## src/rtl/ctx_pkg.sv

```systemverilog
package ctx_pkg;
  localparam int WORD_W = 32;
  localparam int IMG_WORDS = 4;

  typedef enum logic [2:0] {
    OP_READ   = 3'd0,
    OP_GENKEY = 3'd1,
    OP_WENTRY = 3'd2,
    OP_WCAP   = 3'd3,
    OP_MOVE   = 3'd4,
    OP_STORE  = 3'd5,
    OP_LOAD   = 3'd6
  } ctxOp_e;

  typedef struct packed {
    logic readOut;
    logic genKey;
    logic wrEntry;
    logic wrCap;
    logic moveSlot;
    logic loadCommit;
    logic switchCtx;
    logic clrNew;
    logic grabWord;
  } ctxStrobe_t;

  function automatic logic [WORD_W-1:0] foldHash(input logic [WORD_W-1:0] k);
    return {k[WORD_W-8:0], k[WORD_W-1:WORD_W-7]} ^ k ^ 32'h9E37_79B9;
  endfunction
endpackage

```

## src/rtl/ctx_ctrl.sv

```systemverilog
module ctx_ctrl
  import ctx_pkg::*;
#(
  parameter int SLOTS  = 2,
  parameter int CAP_W  = 8,
  parameter int OFF_W  = 12,
  parameter int ADDR_W = 32,
  localparam int SLOT_W = (SLOTS > 1) ? $clog2(SLOTS) : 1,
  localparam int IDX_W  = $clog2(IMG_WORDS)
) (
  input  logic              clk,
  input  logic              rstN,
  input  logic              opValid,
  input  logic [2:0]        opCode,
  input  logic [SLOT_W-1:0] dstSlot,
  input  logic [SLOT_W-1:0] srcSlot,
  input  logic [1:0]        field,
  input  logic [WORD_W-1:0] operand,
  input  logic [OFF_W-1:0]  offset,
  input  logic              memAck,
  input  logic [SLOTS-1:0]  slotNew,
  input  logic [CAP_W-1:0]  runCap,
  input  logic              loadOk,
  output logic              opReady,
  output logic              opDone,
  output logic              opErr,
  output ctxStrobe_t        stb,
  output logic [SLOT_W-1:0] cmdDst,
  output logic [SLOT_W-1:0] cmdSrc,
  output logic [1:0]        cmdField,
  output logic [WORD_W-1:0] cmdOperand,
  output logic [IDX_W-1:0]  wordIdx,
  output logic              memReq,
  output logic              memWe,
  output logic [ADDR_W-1:0] memAddr
);
  typedef enum logic [1:0] {S_IDLE, S_EXEC, S_MEM, S_FIN} state_e;

  state_e            state;
  logic [2:0]        cmdOp;
  logic [ADDR_W-1:0] baseAddr;
  logic              illegal;

  always_ff @(posedge clk) begin
    if (!rstN) begin
      state      <= S_IDLE;
      cmdOp      <= '0;
      cmdDst     <= '0;
      cmdSrc     <= '0;
      cmdField   <= '0;
      cmdOperand <= '0;
      baseAddr   <= '0;
      wordIdx    <= '0;
      opDone     <= 1'b0;
      opErr      <= 1'b0;
    end else begin
      opDone <= 1'b0;
      opErr  <= 1'b0;
      case (state)
        S_IDLE: if (opValid) begin
          cmdOp      <= opCode;
          cmdDst     <= dstSlot;
          cmdSrc     <= srcSlot;
          cmdField   <= field;
          cmdOperand <= operand;
          baseAddr   <= ADDR_W'(operand) + ADDR_W'($signed(offset));
          wordIdx    <= '0;
          state      <= (opCode == OP_STORE || opCode == OP_LOAD) ? S_MEM : S_EXEC;
        end
        S_EXEC: begin
          opDone <= 1'b1;
          opErr  <= illegal;
          state  <= S_IDLE;
        end
        S_MEM: if (memAck) begin
          wordIdx <= wordIdx + 1'b1;
          if (wordIdx == IDX_W'(IMG_WORDS - 1)) state <= S_FIN;
        end
        default: begin
          opDone <= 1'b1;
          opErr  <= illegal;
          state  <= S_IDLE;
        end
      endcase
    end
  end

  always_comb begin
    case (cmdOp)
      OP_READ:   illegal = (cmdField == 2'd0);
      OP_GENKEY: illegal = (cmdDst == '0);
      OP_WENTRY: illegal = !slotNew[cmdDst];
      OP_WCAP:   illegal = !slotNew[cmdDst] || (|(cmdOperand[CAP_W-1:0] & ~runCap));
      OP_MOVE:   illegal = 1'b0;
      OP_STORE:  illegal = 1'b0;
      OP_LOAD:   illegal = !loadOk;
      default:   illegal = 1'b1;
    endcase
  end

  always_comb begin
    stb = '0;
    if (state == S_EXEC && !illegal) begin
      case (cmdOp)
        OP_READ:   stb.readOut = 1'b1;
        OP_GENKEY: stb.genKey  = 1'b1;
        OP_WENTRY: stb.wrEntry = 1'b1;
        OP_WCAP:   stb.wrCap   = 1'b1;
        OP_MOVE: begin
          stb.moveSlot  = 1'b1;
          stb.switchCtx = (cmdDst == '0);
        end
        default: ;
      endcase
    end
    if (state == S_FIN && !illegal) begin
      if (cmdOp == OP_LOAD) begin
        stb.loadCommit = 1'b1;
        stb.switchCtx  = (cmdDst == '0);
      end else begin
        stb.clrNew = 1'b1;
      end
    end
    stb.grabWord = (state == S_MEM) && memAck && (cmdOp == OP_LOAD);
  end

  assign opReady = (state == S_IDLE);
  assign memReq  = (state == S_MEM);
  assign memWe   = (cmdOp == OP_STORE);
  assign memAddr = baseAddr + ADDR_W'({wordIdx, 2'b00});

  // a pending memory request holds its address and direction
  a_r12_mem_hold: assert property (@(posedge clk) disable iff (!rstN)
    memReq && !memAck |=> memReq && $stable(memAddr) && $stable(memWe));

  // at most one state-changing strobe per cycle
  a_r2_one_strobe: assert property (@(posedge clk) disable iff (!rstN)
    $onehot0({stb.readOut, stb.genKey, stb.wrEntry, stb.wrCap,
              stb.moveSlot, stb.loadCommit, stb.clrNew, stb.grabWord}));
endmodule

```

## src/rtl/ctx_dpath.sv

```systemverilog
module ctx_dpath
  import ctx_pkg::*;
#(
  parameter int SLOTS = 2,
  parameter int CAP_W = 8,
  parameter logic [WORD_W-1:0] RST_KEY   = '0,
  parameter logic [WORD_W-1:0] RST_ENTRY = 32'h0000_1000,
  localparam int SLOT_W = (SLOTS > 1) ? $clog2(SLOTS) : 1,
  localparam int IDX_W  = $clog2(IMG_WORDS)
) (
  input  logic              clk,
  input  logic              rstN,
  input  ctxStrobe_t        stb,
  input  logic [SLOT_W-1:0] cmdDst,
  input  logic [SLOT_W-1:0] cmdSrc,
  input  logic [1:0]        cmdField,
  input  logic [WORD_W-1:0] cmdOperand,
  input  logic [IDX_W-1:0]  wordIdx,
  input  logic [WORD_W-1:0] rndKey,
  input  logic [WORD_W-1:0] memRdata,
  output logic [WORD_W-1:0] memWdata,
  output logic [WORD_W-1:0] rdData,
  output logic [WORD_W-1:0] callerHash,
  output logic [WORD_W-1:0] nextPc,
  output logic              nextPcValid,
  output logic [SLOTS-1:0]  slotNew,
  output logic [CAP_W-1:0]  runCap,
  output logic              loadOk
);
  logic [WORD_W-1:0] slotKey   [SLOTS];
  logic [WORD_W-1:0] slotEntry [SLOTS];
  logic [CAP_W-1:0]  slotCap   [SLOTS];
  logic              slotFresh [SLOTS];
  logic [WORD_W-1:0] loadBuf   [IMG_WORDS];

  for (genvar i = 0; i < SLOTS; i++) begin : g_slot
    always_ff @(posedge clk) begin
      if (!rstN) begin
        slotKey[i]   <= (i == 0) ? RST_KEY : '0;
        slotEntry[i] <= (i == 0) ? RST_ENTRY : '0;
        slotCap[i]   <= (i == 0) ? '1 : '0;
        slotFresh[i] <= 1'b0;
      end else begin
        if (stb.genKey && cmdDst == SLOT_W'(i)) begin
          slotKey[i]   <= rndKey;
          slotCap[i]   <= slotCap[0];
          slotFresh[i] <= 1'b1;
        end else if (stb.wrEntry && cmdDst == SLOT_W'(i)) begin
          slotEntry[i] <= cmdOperand;
        end else if (stb.wrCap && cmdDst == SLOT_W'(i)) begin
          slotCap[i] <= cmdOperand[CAP_W-1:0];
        end else if (stb.moveSlot && cmdDst == SLOT_W'(i)) begin
          slotKey[i]   <= slotKey[cmdSrc];
          slotEntry[i] <= slotEntry[cmdSrc];
          slotCap[i]   <= slotCap[cmdSrc];
          slotFresh[i] <= slotFresh[cmdSrc];
        end else if (stb.loadCommit && cmdDst == SLOT_W'(i)) begin
          slotKey[i]   <= loadBuf[0];
          slotEntry[i] <= loadBuf[1];
          slotCap[i]   <= loadBuf[2][CAP_W-1:0];
          slotFresh[i] <= 1'b0;
        end else if (stb.clrNew && cmdSrc == SLOT_W'(i)) begin
          slotFresh[i] <= 1'b0;
        end
        if (stb.switchCtx) slotFresh[i] <= 1'b0;
      end
    end
    assign slotNew[i] = slotFresh[i];
  end

  always_ff @(posedge clk) begin
    if (!rstN) begin
      for (int w = 0; w < IMG_WORDS; w++) loadBuf[w] <= '0;
    end else if (stb.grabWord) begin
      loadBuf[wordIdx] <= memRdata;
    end
  end

  always_ff @(posedge clk) begin
    if (!rstN) begin
      rdData      <= '0;
      callerHash  <= '0;
      nextPc      <= '0;
      nextPcValid <= 1'b0;
    end else begin
      nextPcValid <= 1'b0;
      if (stb.readOut) begin
        case (cmdField)
          2'd1:    rdData <= foldHash(slotKey[cmdSrc]);
          2'd2:    rdData <= slotEntry[cmdSrc];
          default: rdData <= WORD_W'(slotCap[cmdSrc]);
        endcase
      end
      if (stb.switchCtx) begin
        callerHash  <= foldHash(slotKey[0]);
        nextPc      <= stb.moveSlot ? slotEntry[cmdSrc] : loadBuf[1];
        nextPcValid <= 1'b1;
      end
    end
  end

  always_comb begin
    case (wordIdx)
      2'd0:    memWdata = slotKey[cmdSrc];
      2'd1:    memWdata = slotEntry[cmdSrc];
      2'd2:    memWdata = WORD_W'(slotCap[cmdSrc]);
      default: memWdata = foldHash(slotKey[cmdSrc]);
    endcase
  end

  assign runCap = slotCap[0];
  assign loadOk = (foldHash(loadBuf[0]) == loadBuf[3]);

  // the running slot changes only through a switch
  a_r8_slot0_fixed: assert property (@(posedge clk) disable iff (!rstN)
    !stb.switchCtx |=> $stable(slotKey[0]) && $stable(slotEntry[0]) && $stable(slotCap[0]));

  // a committed capability write never exceeds the running mask
  a_r6_cap_shrink: assert property (@(posedge clk) disable iff (!rstN)
    stb.wrCap |=> (slotCap[cmdDst] & ~slotCap[0]) == '0);

  // the next-PC announcement lasts one cycle
  a_r8_pc_pulse: assert property (@(posedge clk) disable iff (!rstN)
    nextPcValid |=> !nextPcValid);
endmodule

```

## src/rtl/ctx_slot_unit.sv

```systemverilog
module ctx_slot_unit
  import ctx_pkg::*;
#(
  parameter int SLOTS  = 2,
  parameter int CAP_W  = 8,
  parameter int OFF_W  = 12,
  parameter int ADDR_W = 32,
  parameter logic [31:0] RST_KEY   = 32'h0,
  parameter logic [31:0] RST_ENTRY = 32'h0000_1000,
  localparam int SLOT_W = (SLOTS > 1) ? $clog2(SLOTS) : 1
) (
  input  logic              clk,
  input  logic              rstN,
  input  logic              opValid,
  output logic              opReady,
  input  logic [2:0]        opCode,
  input  logic [SLOT_W-1:0] dstSlot,
  input  logic [SLOT_W-1:0] srcSlot,
  input  logic [1:0]        field,
  input  logic [31:0]       operand,
  input  logic [OFF_W-1:0]  offset,
  input  logic [31:0]       rndKey,
  output logic              opDone,
  output logic              opErr,
  output logic [31:0]       rdData,
  output logic [31:0]       nextPc,
  output logic              nextPcValid,
  output logic [31:0]       callerHash,
  output logic              memReq,
  output logic              memWe,
  output logic [ADDR_W-1:0] memAddr,
  output logic [31:0]       memWdata,
  input  logic [31:0]       memRdata,
  input  logic              memAck
);
  localparam int IDX_W = $clog2(IMG_WORDS);

  ctxStrobe_t        stb;
  logic [SLOT_W-1:0] cmdDst, cmdSrc;
  logic [1:0]        cmdField;
  logic [WORD_W-1:0] cmdOperand;
  logic [IDX_W-1:0]  wordIdx;
  logic [SLOTS-1:0]  slotNew;
  logic [CAP_W-1:0]  runCap;
  logic              loadOk;

  ctx_ctrl #(.SLOTS(SLOTS), .CAP_W(CAP_W), .OFF_W(OFF_W), .ADDR_W(ADDR_W)) u_ctrl (
    .clk(clk), .rstN(rstN), .opValid(opValid), .opCode(opCode),
    .dstSlot(dstSlot), .srcSlot(srcSlot), .field(field), .operand(operand),
    .offset(offset), .memAck(memAck), .slotNew(slotNew), .runCap(runCap),
    .loadOk(loadOk), .opReady(opReady), .opDone(opDone), .opErr(opErr),
    .stb(stb), .cmdDst(cmdDst), .cmdSrc(cmdSrc), .cmdField(cmdField),
    .cmdOperand(cmdOperand), .wordIdx(wordIdx), .memReq(memReq),
    .memWe(memWe), .memAddr(memAddr)
  );

  ctx_dpath #(.SLOTS(SLOTS), .CAP_W(CAP_W), .RST_KEY(RST_KEY), .RST_ENTRY(RST_ENTRY)) u_dpath (
    .clk(clk), .rstN(rstN), .stb(stb), .cmdDst(cmdDst), .cmdSrc(cmdSrc),
    .cmdField(cmdField), .cmdOperand(cmdOperand), .wordIdx(wordIdx),
    .rndKey(rndKey), .memRdata(memRdata), .memWdata(memWdata),
    .rdData(rdData), .callerHash(callerHash), .nextPc(nextPc),
    .nextPcValid(nextPcValid), .slotNew(slotNew), .runCap(runCap),
    .loadOk(loadOk)
  );

  // a switch is announced only with a clean completion
  a_r8_pc_with_done: assert property (@(posedge clk) disable iff (!rstN)
    nextPcValid |-> opDone && !opErr);

  // an error flag never appears without completion
  a_r11_err_done: assert property (@(posedge clk) disable iff (!rstN)
    opErr |-> opDone);
endmodule

```

## config.mk

```make
export PLATFORM = sky130hd
export DESIGN_NAME = ctx_slot_unit
export DESIGN_NICKNAME = d
export VERILOG_FILES = /design/src/rtl/ctx_pkg.sv /design/src/rtl/ctx_ctrl.sv /design/src/rtl/ctx_dpath.sv /design/src/rtl/ctx_slot_unit.sv
export SDC_FILE = /design/constraint.sdc
export NUM_CORES = 1
export LEC_CHECK = 0
export ABC_CLOCK_PERIOD_IN_PS = 11650
export BUFFER_PORTS_ARGS = -buffer_cell sky130_fd_sc_hd__buf_2
export CELL_PAD_IN_SITES_DETAIL_PLACEMENT = 0
export CELL_PAD_IN_SITES_GLOBAL_PLACEMENT = 1
export CORE_MARGIN = 5
export CORE_UTILIZATION = 49
export CTS_CLUSTER_DIAMETER = 60
export CTS_CLUSTER_SIZE = 30
export DETAILED_ROUTE_END_ITERATION = 8
export GPL_TIMING_DRIVEN = 1
export PLACE_DENSITY_LB_ADDON = 0.12
export SLEW_MARGIN = 20
export SYNTH_ARGS = -nofsm -noshare
export SYNTH_HDL_FRONTEND = slang
export SYNTH_SLANG_ARGS = --single-unit
```

## constraint.sdc

```tcl
create_clock -name clk -period 11.65 [get_ports clk]
set_input_delay 0.5825 -clock clk [delete_from_list [all_inputs] [get_ports clk]]
set_output_delay 0.5825 -clock clk [all_outputs]
set_load 0.01 [all_outputs]
```

==> impl_metrics.env, run 1 <==
export IMPL_track_usage_pct=30.8
export IMPL_clockRootBuffer="clkbuf_16"
export IMPL_clkPwrFrac_pct=38.8
export IMPL_drtAntennaViolNets=0
export IMPL_yosys_warnings=0
export IMPL_cp_max_fo=44
export IMPL_dr_total_vias=19900
export IMPL_p_int_mw=2.53
export IMPL_hold_slack_ns=0.252
export IMPL_die_w_um=226
export IMPL_cts_sinks=425
export IMPL_die_area_sq_um=51300
export IMPL_place_hpwl_um=59600
export IMPL_r2r_start="u_ctrl.cmdOp[0]$_SDFFE_PN0P_"
export IMPL_dieHeight_um=226
export IMPL_ys_flop_type="edfxtp_1"
export IMPL_reg2reg_depth=8
export IMPL_syn_inst=2483
export IMPL_fin_crit_sh_pct=37.6
export IMPL_p_total_mw=3.55
export IMPL_p_comb_share_pct=12.9
export IMPL_synth_area_leaders="edfxtp_1 33%, dfxtp_1 15%, nand2_1 7.2%, a21oi_1 5.4%, xnor2_1 4.4%"
export IMPL_worst_hold_path_endpoint="u_ctrl.cmdOperand[0]$_SDFFE_PN0P_"
export IMPL_synth_seq_area_share_pct=47.9
export IMPL_sw_frac_of_total_pct=28.7
export IMPL_powerDensity_nw_per_um2=135
export IMPL_post_route_min_period_ns=4.38
export IMPL_gp_congestion=0.900
export IMPL_max_slew_margin_pct=20.8
export IMPL_antenna_found_initial=1
export IMPL_clock_latency_ns=0.59
export IMPL_core_sq_um=46500
export IMPL_critical_path_class="flip-flop to output pin"
export IMPL_max_freq_mhz=228
export IMPL_routed_wl_um=81900
export IMPL_cts_setup_buffers=0
export IMPL_ys_async_sr_fraction_pct=0
export IMPL_syn_cell_area_sq_um=23000
export IMPL_stdcell_area_sq_um=26200
export IMPL_slew_viol_final=0
export IMPL_status="finished, final reports clean"
export IMPL_required_ns=11.07
export IMPL_power_switching_mw=1.02
export IMPL_min_from="operand[0]"
export IMPL_port_buffers=284
export IMPL_fill_cells=4262
export IMPL_hold_viol=0
export IMPL_ys_types=64
export IMPL_seq_power_share_pct=48.3
export IMPL_cts_tree="built"
export IMPL_gr_total_overflow=0
export IMPL_p_leak_nw=10.0
export IMPL_rows=79
export IMPL_r2r_end="u_dpath.slotCap[1][7]$_SDFFCE_PN0P_"
export IMPL_placedInstanceArea_sq_um=24800
export IMPL_finalNetCount=2836
export IMPL_grt_pass1_vias=18300
export IMPL_cts_max_level=2
export IMPL_tightest_slew_ns=1.15
export IMPL_setup_viol=0
export IMPL_start_util_pct=49.4
export IMPL_cts_hold_buf=0
export IMPL_syn_nets=2645
export IMPL_ios=285
export IMPL_crit_path_start_kind="flip-flop"
export IMPL_synthTopCellsByCount="443 x nand2_1, 249 x a21oi_1, 249 x edfxtp_1"
export IMPL_grt_max_degree=77
export IMPL_drc=0
export IMPL_layout_drive_gt1_share_pct=16.9
export IMPL_clk_pin_slew_worst_paths_ns=0.08
export IMPL_ys_seq_elements=425
export IMPL_vias_per_cell=6.01
export IMPL_cts_buffer_depth=3
export IMPL_holdPathStages=3
export IMPL_yosys_area_top_type="edfxtp_1"
export IMPL_synth_most_common_cell="nand2_1"
export IMPL_finClkSkew_ns=0.0400
export IMPL_rsz0062_at_grt="no"
export IMPL_synth_top_cell_area_share_pct=32.6
export IMPL_maxCapViolCount=0
export IMPL_hp_class="input pin to flip-flop"
export IMPL_cts_buffers=40
export IMPL_post_cts_resized=0
export IMPL_drt_first_iter_violations=2223
export IMPL_worst_ir_drop_vdd_mv=0.120
export IMPL_critPathArrivalTime_ns=3.80
export IMPL_worstSetupEndpointType="output pin"
export IMPL_tns_ns=0
export IMPL_synth_edff_count=249
export IMPL_grt_first_pass_wirelength_um=120000
export IMPL_firstDrtPassIters=6
export IMPL_postSynthAreaPerCell_sq_um=9.25
export IMPL_r2r_setup_slack_ns=7.51
export IMPL_wire_per_inst_um=24.7
export IMPL_area_growth_pct=14.2
-- critical path: stages, from the launching register on --
cell and delay (ns):
dfxtp_4 0.89, buf_4 0.70, mux2i_1 0.73, inv_1 0.09, a222oi_1 0.36, mux2i_1 0.21
buf_2 0.21
-- cell families (layout without fill, tap and decap cells) --
| kind of cell | after synthesis | in the layout | share of synthesized area, % |
|---|---|---|---|
| buffers and inverters | 224 | 445 | 3.93 |
| other | 1 | 3 | 0.0163 |
| xor gates and xnor gates | 158 | 158 | 6.03 |
| AOI/OAI and AO/OA | 592 | 592 | 15.8 |
| muxes | 132 | 132 | 5.98 |
| and+or+nand+nor | 908 | 908 | 17.9 |
| DFF | 425 | 425 | 47.9 |
| adders and majority gates | 43 | 43 | 2.41 |
-- placed cells by master, fill, tap and decap left out, types with 8 or more instances in the layout --
cell / Yosys / final
nor2_1: 161 / 159
dfxtp_1: 176 / 175
buf_4: 3 / 31
a211oi_1: 31 / 31
o41ai_1: 12 / 12
o211ai_1: 36 / 36
clkbuf_16: 0 / 43
nand4_1: 12 / 12
nand2_1: 443 / 439
o31ai_1: 16 / 16
nand3_1: 42 / 42
a21oi_1: 249 / 249
inv_6: 0 / 10
buf_2: 23 / 284
and2_1: 88 / 87
a22o_1: 24 / 24
xor2_1: 43 / 43
o21ai_0: 116 / 115
a21o_1: 15 / 15
ha_1: 41 / 39
nor3_1: 28 / 25
a221o_1: 13 / 13
edfxtp_1: 249 / 249
nor2b_1: 31 / 31
and3_1: 57 / 56
a22oi_1: 23 / 23
a222oi_1: 8 / 8
xnor2_1: 115 / 115
o22ai_1: 14 / 14
nand2b_1: 19 / 18
inv_1: 56 / 56
mux2_2: 41 / 41
mux2i_1: 91 / 89
-- registers in the layout, indices dropped and copies added, names as in the netlist, named ones only --
name / count
u_dpath.slotKey: 64
u_ctrl.cmdField: 2
u_dpath.rdData: 32
u_ctrl.cmdSrc: 1
u_dpath.slotFresh: 2
u_dpath.loadBuf: 104
u_ctrl.cmdOp: 3
u_ctrl.state: 2
u_dpath.slotEntry: 64
u_dpath.nextPc: 32
u_ctrl.wordIdx: 2
u_dpath.nextPcValid: 1
u_ctrl.cmdDst: 1
u_ctrl.baseAddr: 32
u_dpath.callerHash: 32
u_ctrl.cmdOperand: 32
u_ctrl.opDone: 1
u_ctrl.opErr: 1
u_dpath.slotCap: 16
-- area by class of cell --
class | instances | area, sq um | share of cell area, %
antenna | 2 | 5.00 | 0.0191
clock buffer | 47 | 1110 | 4.24
clock inverter | 25 | 251 | 0.959
inverter | 57 | 216 | 0.826
multi-input combinational | 1834 | 11200 | 42.7
sequential | 425 | 11000 | 42.0
tap | 607 | 759 | 2.90
timing repair buffer | 316 | 1680 | 6.41
-- power groups by stage --
stage               registers, mW  clock network [mW]  logic, mW
global route                 1.72                1.45      0.496
finish                       1.71                1.38      0.458
global placement             1.74                   0      0.449
detailed placement           1.74                   0      0.452
CTS                          1.71                1.39      0.454
floorplan                    1.71                   0      0.296
-- layer usage --
layer / track usage, % / vias to the layer above / part of all wire, %
li1: - / 9171 / -
met1: 46.4 / 9611 / 44
met2: 45.7 / 1027 / 43
met3: 5.49 / 100 / 10
met4: 9.02 / 0 / 2.8
met5: 0 / - / 0
-- worst max path at each step --
stage,start,depth (start not counted),slack [ns],end
floorplan,u_ctrl.cmdField[0]$_SDFFE_PN0P_,8,7.32,u_dpath.slotEntry[0][0]$_DFFE_PP_
global placement,u_ctrl.cmdOp[0]$_SDFFE_PN0P_,8,7.43,u_dpath.slotCap[1][0]$_SDFFCE_PN0P_
detailed placement,u_ctrl.cmdOp[0]$_SDFFE_PN0P_,8,7.51,u_dpath.slotCap[1][0]$_SDFFCE_PN0P_
CTS,flip-flop,6,7.24,memWdata[7]
global route,flip-flop,6,7.09,memWdata[7]
finish,flip-flop,6,7.27,memWdata[7]
-- through the flow --
step                worst slack, ns  utilization [%]  cells
finish                         7.27             56.4   3313
global route                   7.09             56.4   3311
CTS                            7.24             56.4   3311
detailed placement             7.51             53.4   3239
global placement               7.43             53.4   3238
floorplan                      7.32                -   2483
Power figures use the tool's default switching activity.
==> inputs of run 2 (changes only) <==
ABC_CLOCK_PERIOD_IN_PS = 4000   (was 11650)
CORE_UTILIZATION = 41   (was 49)
clock period = 4 ns   (was 11.65 ns; I/O delays follow)
==> impl_metrics.env, run 2 (synthesis gave the netlist of run 1 again) <==
export IMPL_crit_path_start_kind="flip-flop"
export IMPL_firstDrtPassIters=7
export IMPL_powerDensity_nw_per_um2=385
export IMPL_worst_ir_drop_vdd_mv=0.320
export IMPL_p_int_mw=7.61
export IMPL_status="finished, final reports clean"
export IMPL_cts_tree="built"
export IMPL_critical_path_class="flip-flop to output pin"
export IMPL_grt_pass1_vias=18900
export IMPL_wire_per_inst_um=24.0
export IMPL_slew_viol_final=0
export IMPL_cts_max_level=2
export IMPL_tightest_slew_ns=1.02
export IMPL_clk_pin_slew_worst_paths_ns=0.08
export IMPL_routed_wl_um=85800
export IMPL_fill_cells=5275
export IMPL_critPathArrivalTime_ns=3.50
export IMPL_setup_viol=0
export IMPL_track_usage_pct=27.4
export IMPL_ios=285
export IMPL_sw_frac_of_total_pct=28.6
export IMPL_maxCapViolCount=0
export IMPL_layoutNonFillerInstCount=3571
export IMPL_required_ns=3.80
export IMPL_top_regs="u_dpath.loadBuf (104), u_dpath.slotEntry (64), u_dpath.slotKey (64)"
export IMPL_dr_total_vias=20000
export IMPL_power_switching_mw=3.04
export IMPL_port_buffers=284
export IMPL_hold_viol=0
export IMPL_rsz0062_at_grt="no"
export IMPL_layout_drive_gt1_share_pct=16.8
export IMPL_clkPwrFrac_pct=39.7
export IMPL_cts_buffers=41
export IMPL_rows=86
export IMPL_grt_first_pass_wirelength_um=126000
export IMPL_largest_register_ffs=104
export IMPL_vias_per_cell=5.61
export IMPL_largest_register="u_dpath.loadBuf"
export IMPL_antenna_found_initial=2
export IMPL_core_sq_um=55300
export IMPL_dieHeight_um=247
export IMPL_finalNetCount=2951
export IMPL_tns_ns=0
export IMPL_die_w_um=247
export IMPL_gr_total_overflow=0
export IMPL_drtAntennaViolNets=0
export IMPL_p_leak_nw=10.6
export IMPL_p_comb_share_pct=13.5
export IMPL_cp_max_fo=9
export IMPL_grt_max_degree=113
export IMPL_dp_cells=3398
export IMPL_post_route_min_period_ns=3.70
export IMPL_fin_crit_sh_pct=92.4
export IMPL_die_area_sq_um=60800
export IMPL_hp_class="input pin to flip-flop"
export IMPL_clockRootBuffer="clkbuf_16"
export IMPL_seq_power_share_pct=46.8
export IMPL_final_common_cell="nand2_1"
export IMPL_area_growth_pct=20.4
export IMPL_cts_sinks=425
export IMPL_final_cell_mix="441 x nand2_1, 284 x buf_2, 249 x a21oi_1, 249 x edfxtp_1, 174 x dfxtp_1"
export IMPL_finClkSkew_ns=0.0474
export IMPL_gp_congestion=0.917
export IMPL_clock_latency_ns=0.60
export IMPL_place_hpwl_um=62300
export IMPL_cts_buffer_depth=3
export IMPL_max_slew_margin_pct=31.7
export IMPL_drc=0
export IMPL_max_freq_mhz=271
export IMPL_drt_first_iter_violations=2065
export IMPL_worstSetupEndpointType="output pin"
export IMPL_start_util_pct=41.5
run 2: final timing paths:
path | startpoint | end | slack [ns] | cells past startpoint
worst max-delay path | u_ctrl.wordIdx[1]$_SDFFE_PN0P_ | memAddr[26] | 0.30 | 9
worst min-delay path | rndKey[26] | u_dpath.slotKey[1][26]$_SDFFCE_PN0P_ | 0.03 | 3
worst max register to register | u_dpath.loadBuf[0][7]$_SDFFCE_PN0P_ | u_dpath.slotEntry[1][27]$_SDFFCE_PN0P_ | 0.52 | 10
worst min register to register | u_dpath.nextPc[25]$_SDFFE_PN0N_ | u_dpath.nextPc[25]$_SDFFE_PN0N_ | 0.45 | 2
run 2: layer usage:
layer	wire (um)	GRT usage, %	vias to the layer above
met4	2690	8.35	2
li1	-	-	9407
met2	37500	41.0	874
met3	6970	4.25	124
met5	12	0	-
met1	38600	41.0	9636
run 2: critical path, cell delays in order, from the launching register on:
cell and delay [ns]:
dfxtp_1 0.58, inv_1 0.21, fa_1 0.52, nor2_1 0.27, and3_1 0.28, and4_1 0.32
nand2b_1 0.21, nor2_1 0.17, xor2_1 0.17, buf_2 0.16
run 2: stage by stage:
step           hold WS (ns)  total power [mW]  area [sq um]  utilization [%]  setup WS, ns
6_report             0.0340              10.7         27600             50.0         0.305
5_1_grt              0.0147              11.0         27600             50.0        0.0936
4_1_cts            0.000193              10.7         27600             50.0         0.126
3_5_place_dp          0.443              6.43         25200             45.6         0.595
3_3_place_gp          0.440              6.42         25200             45.6         0.651
2_1_floorplan         0.336              5.85         23000                -         0.188
run 2: cell type report:
type / count / area [sq um] / area share, %
diodes: 1 / 2.50 / 0.00905
clock buffers: 48 / 1170 / 4.23
clock inverters: 28 / 282 / 1.02
inverters: 57 / 216 / 0.783
multi-input cells: 1834 / 11100 / 40.3
flip-flops and latches: 425 / 11000 / 39.8
well taps: 748 / 936 / 3.39
repair buffers: 430 / 2880 / 10.4
run 2: repair_timing:
action                     in CTS  in global routing
hold endpoints to repair      153                  0
setup endpoints to repair       0                  3
hold buffers                   96                  0
resized for setup               0                  1
buffers inserted                0                  0
run 2: power groups by stage:
| stage | logic (mW) | registers [mW] | clock network [mW] |
|---|---|---|---|
| final | 1.44 | 4.99 | 4.23 |
| after global routing | 1.56 | 5.00 | 4.48 |
| after CTS | 1.43 | 4.98 | 4.31 |
| after detailed placement | 1.35 | 5.08 | 0 |
| after global placement | 1.34 | 5.08 | 0 |
| after floorplan | 0.864 | 4.98 | 0 |
==> inputs of run 3 (changes only) <==
ABC_CLOCK_PERIOD_IN_PS = 3600   (was 4000)
CORE_UTILIZATION = 46   (was 41)
SYNTH_HIERARCHICAL = 1   (was default)
clock period = 3.6 ns   (was 4 ns; I/O delays follow)
==> impl_metrics.env, run 3 <==
export IMPL_powerDensity_nw_per_um2=394
export IMPL_slowest_stage="or4_4"
export IMPL_gr_total_overflow=0
export IMPL_tightest_slew_ns=0.934
export IMPL_synth_compound_gate_area_share_pct=16.8
export IMPL_dr_total_vias=21500
export IMPL_drt_first_iter_violations=2225
export IMPL_ios=285
export IMPL_r2r_start="u_dpath/loadBuf[0][19]$_SDFFCE_PN0P_"
export IMPL_layout_drive_gt1_share_pct=22.6
export IMPL_max_slew_margin_pct=36.0
export IMPL_clk_pin_slew_worst_paths_ns=0.08
export IMPL_grt_first_pass_wirelength_um=129000
export IMPL_status="finished, violations left"
export IMPL_hp_class="input pin to flip-flop"
export IMPL_vias_per_cell=5.85
export IMPL_synth_top_cell_area_share_pct=31.0
export IMPL_dp_cells=3497
export IMPL_cts_tree="built"
export IMPL_synth_most_common_cell="nand2_1"
export IMPL_top_regs="u_dpath/loadBuf (104), u_dpath/slotEntry (64), u_dpath/slotKey (64)"
export IMPL_rsz0062_at_grt="yes"
export IMPL_syn_cell_area_sq_um=24100
export IMPL_synth_edff_count=249
export IMPL_fin_crit_sh_pct=120
export IMPL_violations="negative setup slack"
export IMPL_crit_cells=19
export IMPL_slew_viol_final=0
export IMPL_critPathArrivalTime_ns=4.76
export IMPL_syn_nets=2715
export IMPL_synthAdderAreaFrac_pct=2.03
export IMPL_drc=0
export IMPL_final_core_util_pct=57.8
export IMPL_muxShareOfSynthArea_pct=7.60
export IMPL_syn_inst=2558
export IMPL_start_util_pct=46.2
export IMPL_area_growth_pct=25.0
export IMPL_firstDrtPassIters=6
export IMPL_cts_sinks=424
export IMPL_maxCapViolCount=0
export IMPL_slowest_delay_ns=0.54
export IMPL_postSynthAreaPerCell_sq_um=9.44
export IMPL_crit_buf_inv=4
export IMPL_die_area_sq_um=57100
export IMPL_rows=84
export IMPL_final_cell_mix="403 x nand2_1, 283 x buf_2, 249 x edfxtp_1"
export IMPL_clock_latency_ns=0.60
export IMPL_ys_seq_elements=424
export IMPL_drtAntennaViolNets=0
export IMPL_critical_path_class="flip-flop to flip-flop"
export IMPL_wire_per_inst_um=24.0
export IMPL_clockRootBuffer="clkbuf_16"
export IMPL_worst_ir_drop_vdd_mv=0.323
export IMPL_p_total_mw=11.9
export IMPL_routed_wl_um=88500
export IMPL_largest_register_ffs=104
export IMPL_antenna_found_initial=0
export IMPL_r2r_end="u_dpath/slotKey[1][5]$_SDFFCE_PN0P_"
export IMPL_synth_area_leaders="edfxtp_1 31%, dfxtp_1 15%, nand2_1 6.4%, mux2i_1 4.8%, xnor2_1 4.1%"
export IMPL_hold_viol=0
export IMPL_finClkSkew_ns=0.0259
export IMPL_cts_buffers=41
export IMPL_port_buffers=284
export IMPL_ys_flop_type="edfxtp_1"
export IMPL_fill_cells=4609
export IMPL_finalNetCount=3117
export IMPL_postLayoutSetupSlackWorst_ns=-0.711
export IMPL_cp_max_fo=8
export IMPL_yosys_warnings=6
export IMPL_track_usage_pct=29.6
export IMPL_place_hpwl_um=64400
export IMPL_layoutNonFillerInstCount=3682
export IMPL_required_ns=4.05
export IMPL_die_w_um=239
export IMPL_synth_seq_area_share_pct=45.5
export IMPL_crit_path_start_kind="flip-flop"
export IMPL_dieHeight_um=239
export IMPL_post_route_min_period_ns=4.31
export IMPL_crit_end="u_dpath/slotKey[1][5]$_SDFFCE_PN0P_"
export IMPL_yosys_area_top_type="edfxtp_1"
export IMPL_setup_viol=388
export IMPL_largest_register="u_dpath/loadBuf"
export IMPL_synth_top_family_by_area="simple AND/OR/NAND/NOR gates"
export IMPL_ys_async_sr_fraction_pct=0
export IMPL_cp_startpoint="u_dpath/loadBuf[0][19]$_SDFFCE_PN0P_"
export IMPL_ys_types=81
export IMPL_p_leak_nw=11.6
export IMPL_synth_simple_area_share_pct=17.9
export IMPL_gp_congestion=0.895
export IMPL_grt_pass1_vias=20200
export IMPL_core_sq_um=52200
export IMPL_synthTopCellsByCount="409 x nand2_1, 249 x edfxtp_1, 213 x nor2_1"
export IMPL_reg2reg_depth=19
export IMPL_grt_max_degree=188
export IMPL_max_freq_mhz=232
export IMPL_final_common_cell="nand2_1"
export IMPL_r2r_setup_slack_ns=-0.71
export IMPL_worstSetupEndpointType="flip-flop"
export IMPL_synth_xor_area_share_pct=5.48
export IMPL_cts_buffer_depth=3
export IMPL_crit_chain="xor2_1, nor3_1, o22ai_1, or4_4, nor4_2, buf_4, inv_2, o221ai_2, o31ai_2, or3b_4, or2_4, nor3b_4, nor3_4, and3_4, nand3_4, buf_12, clkbuf_16, o211ai_1, a21oi_2"
export IMPL_cpLargestDelayFamily="simple AND/OR/NAND/NOR gates"
export IMPL_cts_max_level=2
## run 3: changes by cell type in the layout (fill, tap and decap cells not counted), sizes merged, moves of 32 or more
cell	delta
a21oi	-94
o21ai	-32
and2	-65
buf	+113
and3	-36
a21boi	+52
o211ai	+59
mux2i	+42
a221o	+55
nor2b	+85
nand2	-34
nor2	+54
## run 3: repair_timing
item                                   in CTS  in global routing
pin swaps                                   5                 38
setup buffers                               3                  5
endpoints found under the hold margin     111                  0
setup endpoints to repair                 388                388
hold buffers                               95                  0
resized for setup                          16                 56
cloned                                      1                  4
## run 3: how the worst min path moves through the flow
stage,startpoint,to,slack [ns],cells after the start
6_report,memRdata[16],u_dpath/loadBuf[3][16]$_DFFE_PP_,0.01,3
5_1_grt,memRdata[21],u_dpath/loadBuf[3][21]$_DFFE_PP_,0.01,3
4_1_cts,memRdata[21],u_dpath/loadBuf[3][21]$_DFFE_PP_,0.002,3
3_5_place_dp,u_ctrl/baseAddr[0]$_SDFFE_PN0P_,u_ctrl/baseAddr[0]$_SDFFE_PN0P_,0.46,2
3_3_place_gp,u_ctrl/baseAddr[1]$_SDFFE_PN0P_,u_ctrl/baseAddr[1]$_SDFFE_PN0P_,0.45,2
2_1_floorplan,dstSlot,u_ctrl/cmdDst$_SDFFE_PN0P_,0.32,2
## run 3: layer usage
metal  routed length, um  track usage [%]  vias to the layer above
met5                   0                0                        -
met1               39000             44.0                    10400
met2               40100             46.2                     1004
li1                    -                -                     9971
met3                7030             3.05                      126
met4                2380             8.14                        0
## run 3: layout make-up
| cell class | instances | area, sq um | share of cell area (%) |
|---|---|---|---|
| clock buffers | 43 | 1080 | 3.57 |
| well taps | 688 | 861 | 2.85 |
| diodes | 1 | 2.50 | 0.00829 |
| repair buffers | 545 | 4170 | 13.8 |
| inverters | 74 | 278 | 0.920 |
| multi-input cells | 1874 | 12400 | 41.2 |
| flip-flops and latches | 424 | 11000 | 36.4 |
| clock inverters | 33 | 377 | 1.25 |
## run 3: worst register-to-register path, stage by stage (launching register included)
cell	delay, ns
edfxtp_1	0.47
xor2_1	0.19
nor3_1	0.21
o22ai_1	0.14
or4_4	0.54
nor4_2	0.15
buf_4	0.17
inv_2	0.04
o221ai_2	0.18
o31ai_2	0.10
or3b_4	0.42
or2_4	0.27
nor3b_4	0.24
nor3_4	0.11
and3_4	0.19
nand3_4	0.17
buf_12	0.15
clkbuf_16	0.17
o211ai_1	0.13
a21oi_2	0.15
## run 3: per-stage QoR
| stage | worst slack [ns] | instance area (sq um) | hold slack (ns) | setup TNS (ns) |
|---|---|---|---|---|
| 5_1_grt | -0.838 | 30200 | 0.0139 | -266.10 |
| 6_report | -0.711 | 30200 | 0.0120 | -222.15 |
| 3_3_place_gp | -0.748 | 27300 | 0.454 | -240.67 |
| 2_1_floorplan | -1.21 | 24400 | 0.325 | -127.91 |
| 3_5_place_dp | -0.823 | 27300 | 0.459 | -258.86 |
| 4_1_cts | -0.668 | 29800 | 0.00158 | -215.16 |
## run 3: kinds of logic (layout without fill, tap and decap cells)
group	count (synthesis)	after routing
multiplexers	161	161
AND/OR/NAND/NOR	942	942
AO/OA/AOI/OAI	582	582
XOR/XNOR	151	151
buffers and inverters	260	695
other	0	1
adder cells (fa/ha/maj)	38	38
flip-flops	424	424
## run 3: where the power goes
group | total, mW | switching, mW | internal (mW)
Clock | 4.67 | 2.28 | 2.40
Combinational | 1.74 | 1.03 | 0.711
Sequential | 5.49 | 0.193 | 5.30
Total | 11.9 | 3.50 | 8.40
